[config.mk]
export PLATFORM = sky130hd
export DESIGN_NAME = fb_burst_addr_gen
export DESIGN_NICKNAME = d
export VERILOG_FILES = /design/src/rtl/fbag_pkg.sv /design/src/rtl/fbag_unit_sel.sv /design/src/rtl/fbag_round_up.sv /design/src/rtl/fbag_sequencer.sv /design/src/rtl/fb_burst_addr_gen.sv
export SDC_FILE = /design/constraint.sdc
export NUM_CORES = 1
export LEC_CHECK = 0
export ABC_AREA = 1
export BUFFER_PORTS_ARGS = -buffer_cell sky130_fd_sc_hd__buf_2
export CORE_AREA = 4 4 137 205
export CTS_CLUSTER_SIZE = 40
export DETAILED_ROUTE_END_ITERATION = 8
export DIE_AREA = 0 0 141 209
export GPL_ROUTABILITY_DRIVEN = 1
export GPL_TIMING_DRIVEN = 0
export HOLD_SLACK_MARGIN = 0.06
export PLACE_DENSITY = 0.83
export SLEW_MARGIN = 20
export SYNTH_ARGS = -nofsm -noshare
export SYNTH_HDL_FRONTEND = slang
export SYNTH_SLANG_ARGS = --single-unit
[constraint.sdc]
create_clock -name clk -period 6.14 [get_ports clk]
set_input_delay 0.307 -clock clk [delete_from_list [all_inputs] [get_ports clk]]
set_output_delay 0.307 -clock clk [all_outputs]
set_load 0.01 [all_outputs]
[src/rtl/fbag_pkg.sv]
package fbag_pkg;

  typedef enum logic {
    ST_IDLE = 1'b0,
    ST_RUN  = 1'b1
  } fbag_state_e;

endpackage

[src/rtl/fbag_unit_sel.sv]
module fbag_unit_sel #(
  parameter int MAX_BURST_LOG2 = 8,
  parameter int TLOG_W         = 4
) (
  input  logic [TLOG_W-1:0] rd_log,
  input  logic [TLOG_W-1:0] wr_log,
  input  logic              sel_write,
  output logic [TLOG_W-1:0] tgt_log,
  output logic [TLOG_W-1:0] unit_log
);

  localparam logic [TLOG_W-1:0] LOG_CAP = TLOG_W'(MAX_BURST_LOG2);

  logic [TLOG_W-1:0] raw_log [2];
  logic [TLOG_W-1:0] cap_log [2];

  assign raw_log[0] = rd_log;
  assign raw_log[1] = wr_log;

  // Clamp each side to the largest supported burst.
  for (genvar g = 0; g < 2; g++) begin : g_clamp
    assign cap_log[g] = (raw_log[g] > LOG_CAP) ? LOG_CAP : raw_log[g];
  end

  assign tgt_log  = sel_write ? cap_log[1] : cap_log[0];
  assign unit_log = (cap_log[0] > cap_log[1]) ? cap_log[0] : cap_log[1];

endmodule

[src/rtl/fbag_round_up.sv]
module fbag_round_up #(
  parameter int ADDR_W = 32,
  parameter int TLOG_W = 4
) (
  input  logic [ADDR_W-1:0] addr_in,
  input  logic [TLOG_W-1:0] unit_log,
  input  logic              align,
  output logic [ADDR_W-1:0] addr_out
);

  logic [ADDR_W-1:0] low_mask;

  assign low_mask = (ADDR_W'(1) << unit_log) - ADDR_W'(1);
  assign addr_out = align ? ((addr_in + low_mask) & ~low_mask) : addr_in;

endmodule

[src/rtl/fbag_sequencer.sv]
module fbag_sequencer
  import fbag_pkg::*;
#(
  parameter int ADDR_W         = 32,
  parameter int LEN_W          = 24,
  parameter int MAX_BURST_LOG2 = 8,
  parameter int TLOG_W         = 4,
  localparam int BURST_W       = MAX_BURST_LOG2 + 1
) (
  input  logic              clk,
  input  logic              rst,
  input  logic              start,
  input  logic              start_write,
  input  logic [ADDR_W-1:0] base_addr,
  input  logic [LEN_W-1:0]  frame_words,
  input  logic [TLOG_W-1:0] sel_tgt_log,
  input  logic [TLOG_W-1:0] sel_unit_log,
  input  logic              align_en,
  input  logic              cmd_ready,
  output logic              cmd_valid,
  output logic [ADDR_W-1:0] cmd_addr,
  output logic [BURST_W-1:0] cmd_len,
  output logic              cmd_write,
  output logic              busy,
  output logic              done,
  output logic [ADDR_W-1:0] frame_stride
);

  fbag_state_e       state_q;
  logic [ADDR_W-1:0] base_q;
  logic [ADDR_W-1:0] addr_q;
  logic [LEN_W-1:0]  rem_q;
  logic [BURST_W-1:0] len_q;
  logic [TLOG_W-1:0] tlog_q;
  logic [TLOG_W-1:0] ulog_q;
  logic              align_q;
  logic              write_q;
  logic              done_q;
  logic [ADDR_W-1:0] stride_q;

  logic [ADDR_W-1:0] first_addr;
  logic [ADDR_W-1:0] end_addr;
  logic [ADDR_W-1:0] next_addr;
  logic [LEN_W-1:0]  rem_after;
  logic              fire;

  function automatic logic [BURST_W-1:0] burst_len(input logic [LEN_W-1:0] left,
                                                   input logic [TLOG_W-1:0] tl);
    logic [LEN_W-1:0] full;
    full = LEN_W'(1) << tl;
    return (left >= full) ? BURST_W'(full) : BURST_W'(left);
  endfunction

  assign fire      = (state_q == ST_RUN) && cmd_ready;
  assign end_addr  = addr_q + ADDR_W'(len_q);
  assign rem_after = rem_q - LEN_W'(len_q);

  fbag_round_up #(.ADDR_W(ADDR_W), .TLOG_W(TLOG_W)) u_first (
    .addr_in  (base_addr),
    .unit_log (sel_unit_log),
    .align    (align_en),
    .addr_out (first_addr)
  );

  fbag_round_up #(.ADDR_W(ADDR_W), .TLOG_W(TLOG_W)) u_next (
    .addr_in  (end_addr),
    .unit_log (ulog_q),
    .align    (align_q),
    .addr_out (next_addr)
  );

  always_ff @(posedge clk) begin
    if (rst) begin
      state_q  <= ST_IDLE;
      base_q   <= '0;
      addr_q   <= '0;
      rem_q    <= '0;
      len_q    <= '0;
      tlog_q   <= '0;
      ulog_q   <= '0;
      align_q  <= 1'b0;
      write_q  <= 1'b0;
      done_q   <= 1'b0;
      stride_q <= '0;
    end else begin
      done_q <= 1'b0;
      if (state_q == ST_IDLE) begin
        if (start) begin
          base_q  <= base_addr;
          write_q <= start_write;
          tlog_q  <= sel_tgt_log;
          ulog_q  <= sel_unit_log;
          align_q <= align_en;
          if (frame_words == '0) begin
            done_q   <= 1'b1;
            stride_q <= '0;
          end else begin
            state_q <= ST_RUN;
            addr_q  <= first_addr;
            rem_q   <= frame_words;
            len_q   <= burst_len(frame_words, sel_tgt_log);
          end
        end
      end else if (fire) begin
        if (rem_after == '0) begin
          state_q  <= ST_IDLE;
          done_q   <= 1'b1;
          stride_q <= next_addr - base_q;
        end else begin
          addr_q <= next_addr;
          rem_q  <= rem_after;
          len_q  <= burst_len(rem_after, tlog_q);
        end
      end
    end
  end

  assign cmd_valid    = (state_q == ST_RUN);
  assign busy         = (state_q == ST_RUN);
  assign cmd_addr     = addr_q;
  assign cmd_len      = len_q;
  assign cmd_write    = write_q;
  assign done         = done_q;
  assign frame_stride = stride_q;

  // an offered command that is not taken stays as it was
  a_r7_hold_stable: assert property (@(posedge clk) disable iff (rst)
    cmd_valid && !cmd_ready |=> cmd_valid && $stable(cmd_addr) && $stable(cmd_len) && $stable(cmd_write));

  // aligned starts have no bits set below the unit
  a_r5_start_aligned: assert property (@(posedge clk) disable iff (rst)
    cmd_valid && align_q |-> (cmd_addr & ((ADDR_W'(1) << ulog_q) - ADDR_W'(1))) == '0);

  // a burst is never empty, never above target, never past the frame end
  a_r3_len_bound: assert property (@(posedge clk) disable iff (rst)
    cmd_valid |-> (cmd_len != '0) && (LEN_W'(cmd_len) <= (LEN_W'(1) << tlog_q)) && (LEN_W'(cmd_len) <= rem_q));

  // completion never overlaps an offered command
  a_r8_done_idle: assert property (@(posedge clk) disable iff (rst)
    done |-> !cmd_valid && !busy);

  // a start pulse during a frame leaves the captured request alone
  a_r11_busy_ignore: assert property (@(posedge clk) disable iff (rst)
    busy && start |=> $stable(base_q) && $stable(write_q));

endmodule

[src/rtl/fb_burst_addr_gen.sv]
module fb_burst_addr_gen #(
  parameter int ADDR_W         = 32,
  parameter int LEN_W          = 24,
  parameter int MAX_BURST_LOG2 = 8,
  localparam int TLOG_W        = $clog2(MAX_BURST_LOG2 + 1),
  localparam int BURST_W       = MAX_BURST_LOG2 + 1
) (
  input  logic               clk,
  input  logic               rst,
  input  logic               start,
  input  logic               start_write,
  input  logic [ADDR_W-1:0]  base_addr,
  input  logic [LEN_W-1:0]   frame_words,
  input  logic [TLOG_W-1:0]  rd_burst_log2,
  input  logic [TLOG_W-1:0]  wr_burst_log2,
  input  logic               align_en,
  input  logic               cmd_ready,
  output logic               cmd_valid,
  output logic [ADDR_W-1:0]  cmd_addr,
  output logic [BURST_W-1:0] cmd_len,
  output logic               cmd_write,
  output logic               busy,
  output logic               done,
  output logic [ADDR_W-1:0]  frame_stride
);

  logic [TLOG_W-1:0] tgt_log;
  logic [TLOG_W-1:0] unit_log;

  fbag_unit_sel #(
    .MAX_BURST_LOG2 (MAX_BURST_LOG2),
    .TLOG_W         (TLOG_W)
  ) u_unit (
    .rd_log    (rd_burst_log2),
    .wr_log    (wr_burst_log2),
    .sel_write (start_write),
    .tgt_log   (tgt_log),
    .unit_log  (unit_log)
  );

  fbag_sequencer #(
    .ADDR_W         (ADDR_W),
    .LEN_W          (LEN_W),
    .MAX_BURST_LOG2 (MAX_BURST_LOG2),
    .TLOG_W         (TLOG_W)
  ) u_seq (
    .clk          (clk),
    .rst          (rst),
    .start        (start),
    .start_write  (start_write),
    .base_addr    (base_addr),
    .frame_words  (frame_words),
    .sel_tgt_log  (tgt_log),
    .sel_unit_log (unit_log),
    .align_en     (align_en),
    .cmd_ready    (cmd_ready),
    .cmd_valid    (cmd_valid),
    .cmd_addr     (cmd_addr),
    .cmd_len      (cmd_len),
    .cmd_write    (cmd_write),
    .busy         (busy),
    .done         (done),
    .frame_stride (frame_stride)
  );

endmodule

; Yosys cells after proc, flatten, opt, wreduce, memory -nomap -nowiden
; Cells that the tools add are included.
; Widths: inputs -> output; s select.
[word_totals]
regBits = 141
latch_bits = 0
ramBits = 0
rom_bits = 0
input_bits = 70
out_inout_bits = 77
wordCells = 82
n_memories = 0
[op_classes]
addsub = 7
multipliers = 0
n_div = 0
order_cmp = 5
n_eq_ne = 4
n_shift = 4
muxes = 38
bitwise_logic = 5
n_reduce_logical = 8
[op_table]
columns = op, n
row1 = $mux 32, 12
row2 = $mux 24, 5
row3 = $add 32x32->32, 2
row4 = $and 32x32->32, 2
row5 = $not 32->32, 2
row6 = $shl 1x4->32 const A, 2
row7 = $sub 32x2->32 const B, 2
row8 = $mux 9, 7
row9 = $ge 24x24->1, 2
row10 = $logic_not 24->1, 2
row11 = $shl 1x4->24 const A, 2
row12 = $add 32x9->32, 1
row13 = $sub 32x32->32, 1
row14 = $sub 24x9->24, 1
row15 = $mux 4, 4
row16 = $mux 1, 10
row17 = $gt 4x4->1 const B, 2
row18 = $reduce_and 4->1, 2
row19 = $ne 2x2->1 const B, 3
row20 = $gt 4x4->1, 1
row21 = $reduce_bool 2->1, 2
row22 = $ne 2x1->1 const B, 1
row23 = $reduce_and 2->1, 1
row24 = $logic_and 1x1->1, 1
row25 = $not 1->1, 1

; Logic depth before layout (Yosys ltp)
; Gate-level depths: netlist of the first run.
[depth]
word_depth = 12
mapped_depth = 39
ltp_nobuf = 39

; Cells and area by module
; A second synthesis of the first run with hierarchy kept.
[unflattened]
cells_unflattened = 2931
hier_area_um2 = 16948.8
[modules_own_cells]
columns = mod, n_inst, cells_each, area_per_inst_um2, seq_area_each_um2
row1 = fbag_sequencer, 1, 1863, 11402.2, 2822.7
row2 = fbag_round_up at u_seq.u_next, 1, 514, 2670.1, 0.0
row3 = fbag_round_up at u_seq.u_first, 1, 500, 2605.0, 0.0
row4 = fbag_unit_sel, 1, 54, 271.5, 0.0

; Worst setup path before layout of the first run
; No wires, ideal clock.
[synth_path]
kind = register to register
from = reg u_seq.len_q[0], in the netlist u_seq.cmd_len[0]
to = reg u_seq.stride_q[31], in the netlist u_seq.frame_stride[31]
setup_time_ns = 0.128
arrival_time_ns = 4.991
required_ns = 6.012
path_slack_ns = 1.022
path_stages_with_launch = 37
path_buffers = 0
period_less_slack_ns = 5.118
cell_sequence = dfxtp_1 > ha_1 > inv_1 > fa_1 > inv_1 > nand3_1 > nand2_1 > a21oi_1 > o21ai_0 > nand3_1 > nand2_1 > xor2_1 > ha_1 > nand2_1 > o21bai_1 > a21oi_1 > nand2_1 > a21oi_1 > o21ai_0 > a21oi_1 > or2_2 > nand3_1 > and2_1 > ha_1 > a21oi_1 > inv_1 > a21oi_1 > o21ai_0 > a21oi_1 > nand2_1 > xor2_1 > inv_1 > nand4_1 > nand3_1 > nor2_1 > a21oi_1 > nor2_1
[synth_via]
elab_chain_cells = 8
word_cells_on_any_way = 12
cone_classes = add/sub: 4 / eq/ne: 1 / mux: 4 / bitwise: 1 / reduce/logical: 2
[synth_rtl]
columns = element, line
row1 = "start, declared", fbag_sequencer.sv:33  ; logic [BURST_W-1:0] len_q;
row2 = "start signal, assigned", fbag_sequencer.sv:101  ; len_q <= burst_len(frame_words, sel_tgt_log);
row3 = "start signal, assigned", fbag_sequencer.sv:112  ; len_q <= burst_len(rem_after, tlog_q);
row4 = $add 32x9->32, fbag_sequencer.sv:55  ; assign end_addr = addr_q + ADDR_W'(len_q);
row5 = $add 32x32->32, fbag_round_up.sv:14  ; assign addr_out = align ? ((addr_in + low_mask) & ~low_mask) : addr_in;
row6 = $and 32x32->32, fbag_round_up.sv:14
row7 = $mux 32, fbag_round_up.sv:14
row8 = $sub 32x32->32, fbag_sequencer.sv:108  ; stride_q <= next_addr - base_q;
row9 = $mux 32, fbag_sequencer.sv:105  ; if (rem_after == '0) begin
row10 = $mux 32, fbag_sequencer.sv:104  ; end else if (fire) begin
row11 = $mux 32, fbag_sequencer.sv:87  ; if (state_q == ST_IDLE) begin
row12 = "end signal, assigned", fbag_sequencer.sv:108
row13 = "end, declared", fbag_sequencer.sv:39  ; logic [ADDR_W-1:0] stride_q;
; Parallel ways exist; a longest one is shown, timed or not. The select of a mux whose other input is x is not followed.
; A chain may end at the register's enable or synchronous reset.

; Final worst setup path of the first run
[layout_path]
from = reg u_seq.len_q[2], in the netlist u_seq.cmd_len[2]
to = reg u_seq.stride_q[31], in the netlist u_seq.frame_stride[31]
; The elaborated chain is that of the path after synthesis.

==> results of run 1 <==
report_power, final:
group          total [mW]  internal, mW  leakage, nW  switching (mW)
combinational        2.88         0.959         7.39            1.92
sequential           1.09          1.00         1.16          0.0917
clock                1.14         0.722        0.316           0.416
total                5.11          2.68         8.87            2.43
area by class of cell:
cell class                 count  area (um^2)
tap                          337          422
sequential                   141         2830
fill                        2594         8590
clock inverter                10          160
buffer                        84          420
inverter                     342         1280
multi-input combinational   2039        11400
timing repair buffer         149          766
clock buffer                  22          484
routing by layer:
| layer | vias up | global-route usage [%] | wire [um] |
|---|---|---|---|
| li1 | 8990 | - | - |
| met1 | 8630 | 47.4 | 23200 |
| met2 | 1021 | 67.8 | 28700 |
| met3 | 252 | 5.79 | 5110 |
| met4 | 0 | 25.8 | 4620 |
| met5 | - | 0 | 0 |
cells by family (layout without fill, tap and decap cells):
kind of cell	Yosys count	in the layout	synth area share, %
adder cells (fa/ha/maj)	149	149	12.2
other	2	27	0.0483
AND/OR/NAND/NOR	1138	1138	31.7
buffers and inverters	426	607	11.0
AO/OA/AOI/OAI	652	652	22.7
XOR/XNOR	73	73	4.16
flip-flops	141	141	18.2
registers in the layout, summed over array words and instances (netlist names):
signal	count
u_seq.busy	1
u_seq.ulog_q	4
u_seq.frame_stride	32
u_seq.cmd_len	9
u_seq.base_q	32
u_seq.cmd_write	1
u_seq.align_q	1
u_seq.tlog_q	4
u_seq.cmd_addr	32
u_seq.done	1
u_seq.rem_q	24
critical path, delay by kind of cell (launching register included):
kind / cells / cell delay (ps)
DFF: 1 / 450
AOI/OAI and AO/OA: 14 / 2340
and+or+nand+nor: 13 / 1410
adders and majority gates: 3 / 1010
xor gates and xnor gates: 2 / 400
buffers and inverters: 2 / 140
stage by stage:
stage / instance area [um^2] / power, mW / cells
after global routing: 17700 / 5.44 / 3124
after detailed placement: 16800 / 3.81 / 3084
final: 17700 / 5.11 / 3124
after global placement: 16800 / 3.76 / 3084
after CTS: 17500 / 4.96 / 3120
after floorplan: 15600 / 3.06 / 2606
placed cells by master, fill, tap and decap left out, types with 6 or more instances in the layout:
cell type / n
dfxtp_1: 138
buf_6: 11
or2_2: 24
buf_4: 12
nand2_1: 551
buf_2: 147
inv_2: 10
o21ai_2: 6
o21ai_1: 61
clkbuf_16: 17
a21oi_1: 307
conb_1: 27
o31ai_1: 7
nor2_1: 244
a21o_1: 9
nor4_1: 17
nand3_1: 157
xnor2_1: 23
nor2_2: 7
nand2_2: 14
xor2_1: 46
o21bai_1: 9
ha_1: 138
inv_1: 328
o21a_1: 10
nand3b_1: 10
a21oi_2: 11
clkbuf_1: 57
buf_1: 7
o211ai_1: 14
o21ai_0: 182
nand4_1: 57
nor3_1: 28
final timing paths:
| path | from | endpoint | slack, ps | depth (start not counted) |
|---|---|---|---|---|
| min reg2reg | u_seq.base_q[30] | u_seq.base_q[30] | 470 | 2 |
| min | base_addr[31] | u_seq.base_q[31] | 160 | 3 |
| max reg2reg | u_seq.cmd_len[2] | u_seq.frame_stride[31] | 260 | 34 |
| max | u_seq.cmd_len[2] | u_seq.frame_stride[31] | 260 | 34 |
what timing repair did:
action / in CTS / in global routing
setup endpoints to repair: 5 / 16
gates resized for setup: 10 / 57
setup buffers: 4 / 4
pin swaps: 2 / 11
==> impl_metrics.yaml, run 1 <==
global_route:
  antenna_found_initial: 1
  grt_pass1_wl_mm: 93.2
  track_usage_pct: 40.3
  grt_pass1_vias: 17700
  grt_max_degree: 17
  grt-ovfl-total: 0
critical_path:
  critPathMaxFanout: 5
  crit_slowest_cell: "dfxtp_1"
  worstSetupPathType: "flip-flop to flip-flop"
  cpMostUsedCell: "a21oi_1"
  startpoint_type: "flip-flop"
  required_ps: 6450
  critical-path-max-stage-delay_ps: 450
  worst_ep_arrival_time_ps: 6190
  cp-end-kind: "flip-flop"
sta:
  fin_setup_tns_ps: 0
  rsz0062_at_grt: "yes"
  fin_skew_ps: 9.71
  finalCritPeriodShare_pct: 95.7
  setup_slack_ps: 261
  relSlewSlack_pct: 26.5
  fmax_mhz: 170
  worstMarginPinSlew_ps: 1100
  post-route-min-period_ps: 5880
  setup_viol: 0
  fin_hold_ws_ps: 159
  final_max_slew_viol_count: 0
  hold_viol_final: 0
synthesis:
  synthTopCellsByCount: "nand2_1 (557), inv_1 (330), a21oi_1 (316)"
  synth_area_leaders: "dfxtp_1 (18%), nand2_1 (13%), ha_1 (12%), a21oi_1 (10%), inv_1 (8.0%)"
  synthDistinctLibCells: 58
  synthDominantCellAreaShare_pct: 18.2
  synth_most_common_cell: "nand2_1"
  avgSynthCellArea_um2: 6.02
  synthArstFlopShare_pct: 0
  yosysTopAreaCell: "dfxtp_1"
  syn_area_um2: 15500
  seq_area_frac_synth_pct: 18.2
  ys_ff_latch: 141
  ys.flop_type: "dfxtp_1"
  synthCells: 2581
  ys.warnings.count: 0
  synth-edff-count: 0
placement:
  globalplace.congestion: 0.999
  dp_hpwl_mm: 50.7
  dpl_worst_slack_ps: -303
  portBuffers: 141
clock_network:
  clock-sinks: 141
  htreeDepth: 4
  cts-buffers-inserted: 17
  cts_tree: "built"
  clk_pin_slew_worst_paths_ps: 60
  clock-root-buffer: "clkbuf_16"
  clock_latency_ps: 450
  cts_buffer_depth: 2
  ctsHoldBuffers: 0
floorplanning:
  initial_core_util_pct: 59.1
  rows: 73
  ios: 147
  dieArea_um2: 29500
  dieHeight_um: 209
  coreArea_um2: 26300
  fp.dieW_um: 141
min_path:
  hold_path.class: "primary input to flip-flop"
drt:
  viasPerCell: 6.05
  avgRoutedWirePerCell_um: 19.7
  firstDrtPassIters: 8
  drt_iter0_drc: 2129
  via_count: 18900
  ant_nets: 0
  drc_errors: 0
  wirelength_mm: 61.7
power:
  p_leak_nw: 8.87
  ir_drop_mv: 0.198
  power.density_nw_per_um2: 288
finish:
  area_delta_synth_final_pct: 14.0
  nets: 2993
  diodes: 0
  post-route-util_pct: 67.4
  drive_above_1_share_pct: 11.3
job:
  maxCapViolations: 0
outcome:
  outcome: "complete, no violations"
(Power assumes the default switching activity.)
==> run 2, diff against run 1 <==
Settings changed: CORE_AREA 4 4 137 205 to 3 3 136 204, DIE_AREA 0 0 141 209 to 0 0 139 207, REMOVE_ABC_BUFFERS set to 1.
==> run 2 against run 1 <==
Compared with the run above:
- die area decreased by 2.4%
- final area shrank 0.88%
- via count fell by 3.4%
- register-to-register slack better by 50 ps
- critical path depth fell by 1
- largest cell class unchanged
- sequential share of layout area rose by 0.18 points
- global-route usage fell by 1.5 points
==> impl_metrics.yaml, run 2 (synthesis results as in run 1) <==
outcome:
  outcome: "complete, no violations"
sta:
  fin_setup_tns_ps: 0
  post-route-min-period_ps: 5830
  fmax_mhz: 172
  fin_hold_ws_ps: 170
  setup_viol: 0
  finalCritPeriodShare_pct: 94.9
  final_max_slew_viol_count: 0
  fin_skew_ps: 13.5
  hold_viol_final: 0
  worstMarginPinSlew_ps: 1040
  setup_slack_ps: 313
  relSlewSlack_pct: 30.4
critical_path:
  crit_slowest_cell: "fa_1"
  critPathMaxFanout: 6
  required_ps: 6430
  worst_ep_arrival_time_ps: 6120
  cp-end-kind: "flip-flop"
  startpoint_type: "flip-flop"
  critical-path-max-stage-delay_ps: 400
  worstSetupPathType: "flip-flop to flip-flop"
finish:
  diodes: 0
  nets: 2921
  final_cells: 3052
  final_common_cell: "nand2_1"
  final_cell_area_um2: 17600
  drive_above_1_share_pct: 12.2
  post-route-util_pct: 66.8
  area_delta_synth_final_pct: 13.0
  regArea_um2: 2840
  nFillCells: 2513
  final_cell_mix: "nand2_1 (545), inv_1 (328), a21oi_1 (305)"
  multi_input_area_um2: 11500
global_route:
  track_usage_pct: 38.8
  grt_max_degree: 81
  grt_pass1_wl_mm: 89.8
  grt_pass1_vias: 17300
  antenna_found_initial: 0
  grt-ovfl-total: 0
clock_network:
  htreeDepth: 4
  cts-buffers-inserted: 17
  clk_pin_slew_worst_paths_ps: 70
  cts_buffer_depth: 2
  clock-sinks: 141
  clock_latency_ps: 450
  ctsHoldBuffers: 0
  cts_tree: "built"
  clock-root-buffer: "clkbuf_16"
floorplanning:
  coreArea_um2: 26300
  fp.dieW_um: 139
  dieArea_um2: 28800
  rows: 73
  dieHeight_um: 207
  initial_core_util_pct: 59.1
  ios: 147
min_path:
  hold_path.class: "primary input to flip-flop"
placement:
  dp_hpwl_mm: 45.5
  dpl_worst_slack_ps: -569
  dp_cells: 3011
  portBuffers: 146
  dpl_cell_area_um2: 16500
  globalplace.congestion: 1.02
drt:
  drc_errors: 0
  firstDrtPassIters: 6
  avgRoutedWirePerCell_um: 19.1
  ant_nets: 0
  drt_iter0_drc: 1439
  wirelength_mm: 58.4
  via_count: 18300
  viasPerCell: 5.98
power:
  ir_drop_mv: 0.258
  switching_share_pct: 48.5
  p_int_mw: 2.60
  seqPwrFrac_pct: 21.9
  power.share.clock_pct: 22.3
  p_leak_nw: 8.76
  p_sw_mw: 2.45
  finalPower_mw: 5.05
  power.density_nw_per_um2: 288
  share_comb_of_total_power_pct: 55.8
job:
  maxCapViolations: 0
==> run 2: changes by cell type in the layout (fill, tap and decap cells not counted), sizes merged <==
cell,change
buf,-16
clkinv,-2
bufinv,-1
clkinvlp,+1
clkbuf,-60
inv,+6
==> run 2: power by group through the flow <==
stage	logic [mW]	clock network, mW	registers (mW)
3_5_place_dp	2.66	0	1.12
4_1_cts	2.69	1.12	1.10
3_3_place_gp	2.59	0	1.12
2_1_floorplan	1.91	0	1.11
6_report	2.82	1.12	1.11
5_1_grt	3.12	1.15	1.12
==> run 2: worst paths after layout <==
kind	endpoint	slack [ps]	startpoint	cells past startpoint
worst max-delay path	u_seq.frame_stride[26]	310	u_seq.cmd_len[0]	33
worst min-delay path	u_seq.base_q[31]	170	base_addr[31]	3
worst max register to register	u_seq.frame_stride[26]	310	u_seq.cmd_len[0]	33
worst min register to register	u_seq.frame_stride[30]	470	u_seq.frame_stride[30]	2
==> run 2: critical path: cells and delay by family (launching register included) <==
family	cells	cell delay (ps)
compound gates	9	1600
fa+ha+maj	4	1180
xor+xnor	1	250
simple gates	15	1880
flops	1	380
buf+inv	4	340
==> run 2: per-layer routing <==
metal	vias to the layer above	part of all wire (%)	track usage (%)
li1	8824	-	-
met1	8321	35	41.2
met2	837	48	67.6
met3	274	6.1	4.73
met4	0	10	32.6
met5	-	0	0
==> run 2: repair_timing <==
action | in CTS | in global routing
buffers inserted | 1 | 8
pin swaps | 1 | 14
resized for setup | 17 | 67
setup endpoints to repair | 8 | 15
==> run 2: cell type report <==
cell class | count | area share [%]
Multi-Input combinational cell | 2039 | 65.3
Sequential cell | 141 | 16.2
Inverter | 342 | 7.35
Timing Repair Buffer | 161 | 5.36
Clock buffer | 18 | 2.44
Tap cell | 337 | 2.40
Clock inverter | 14 | 1.03
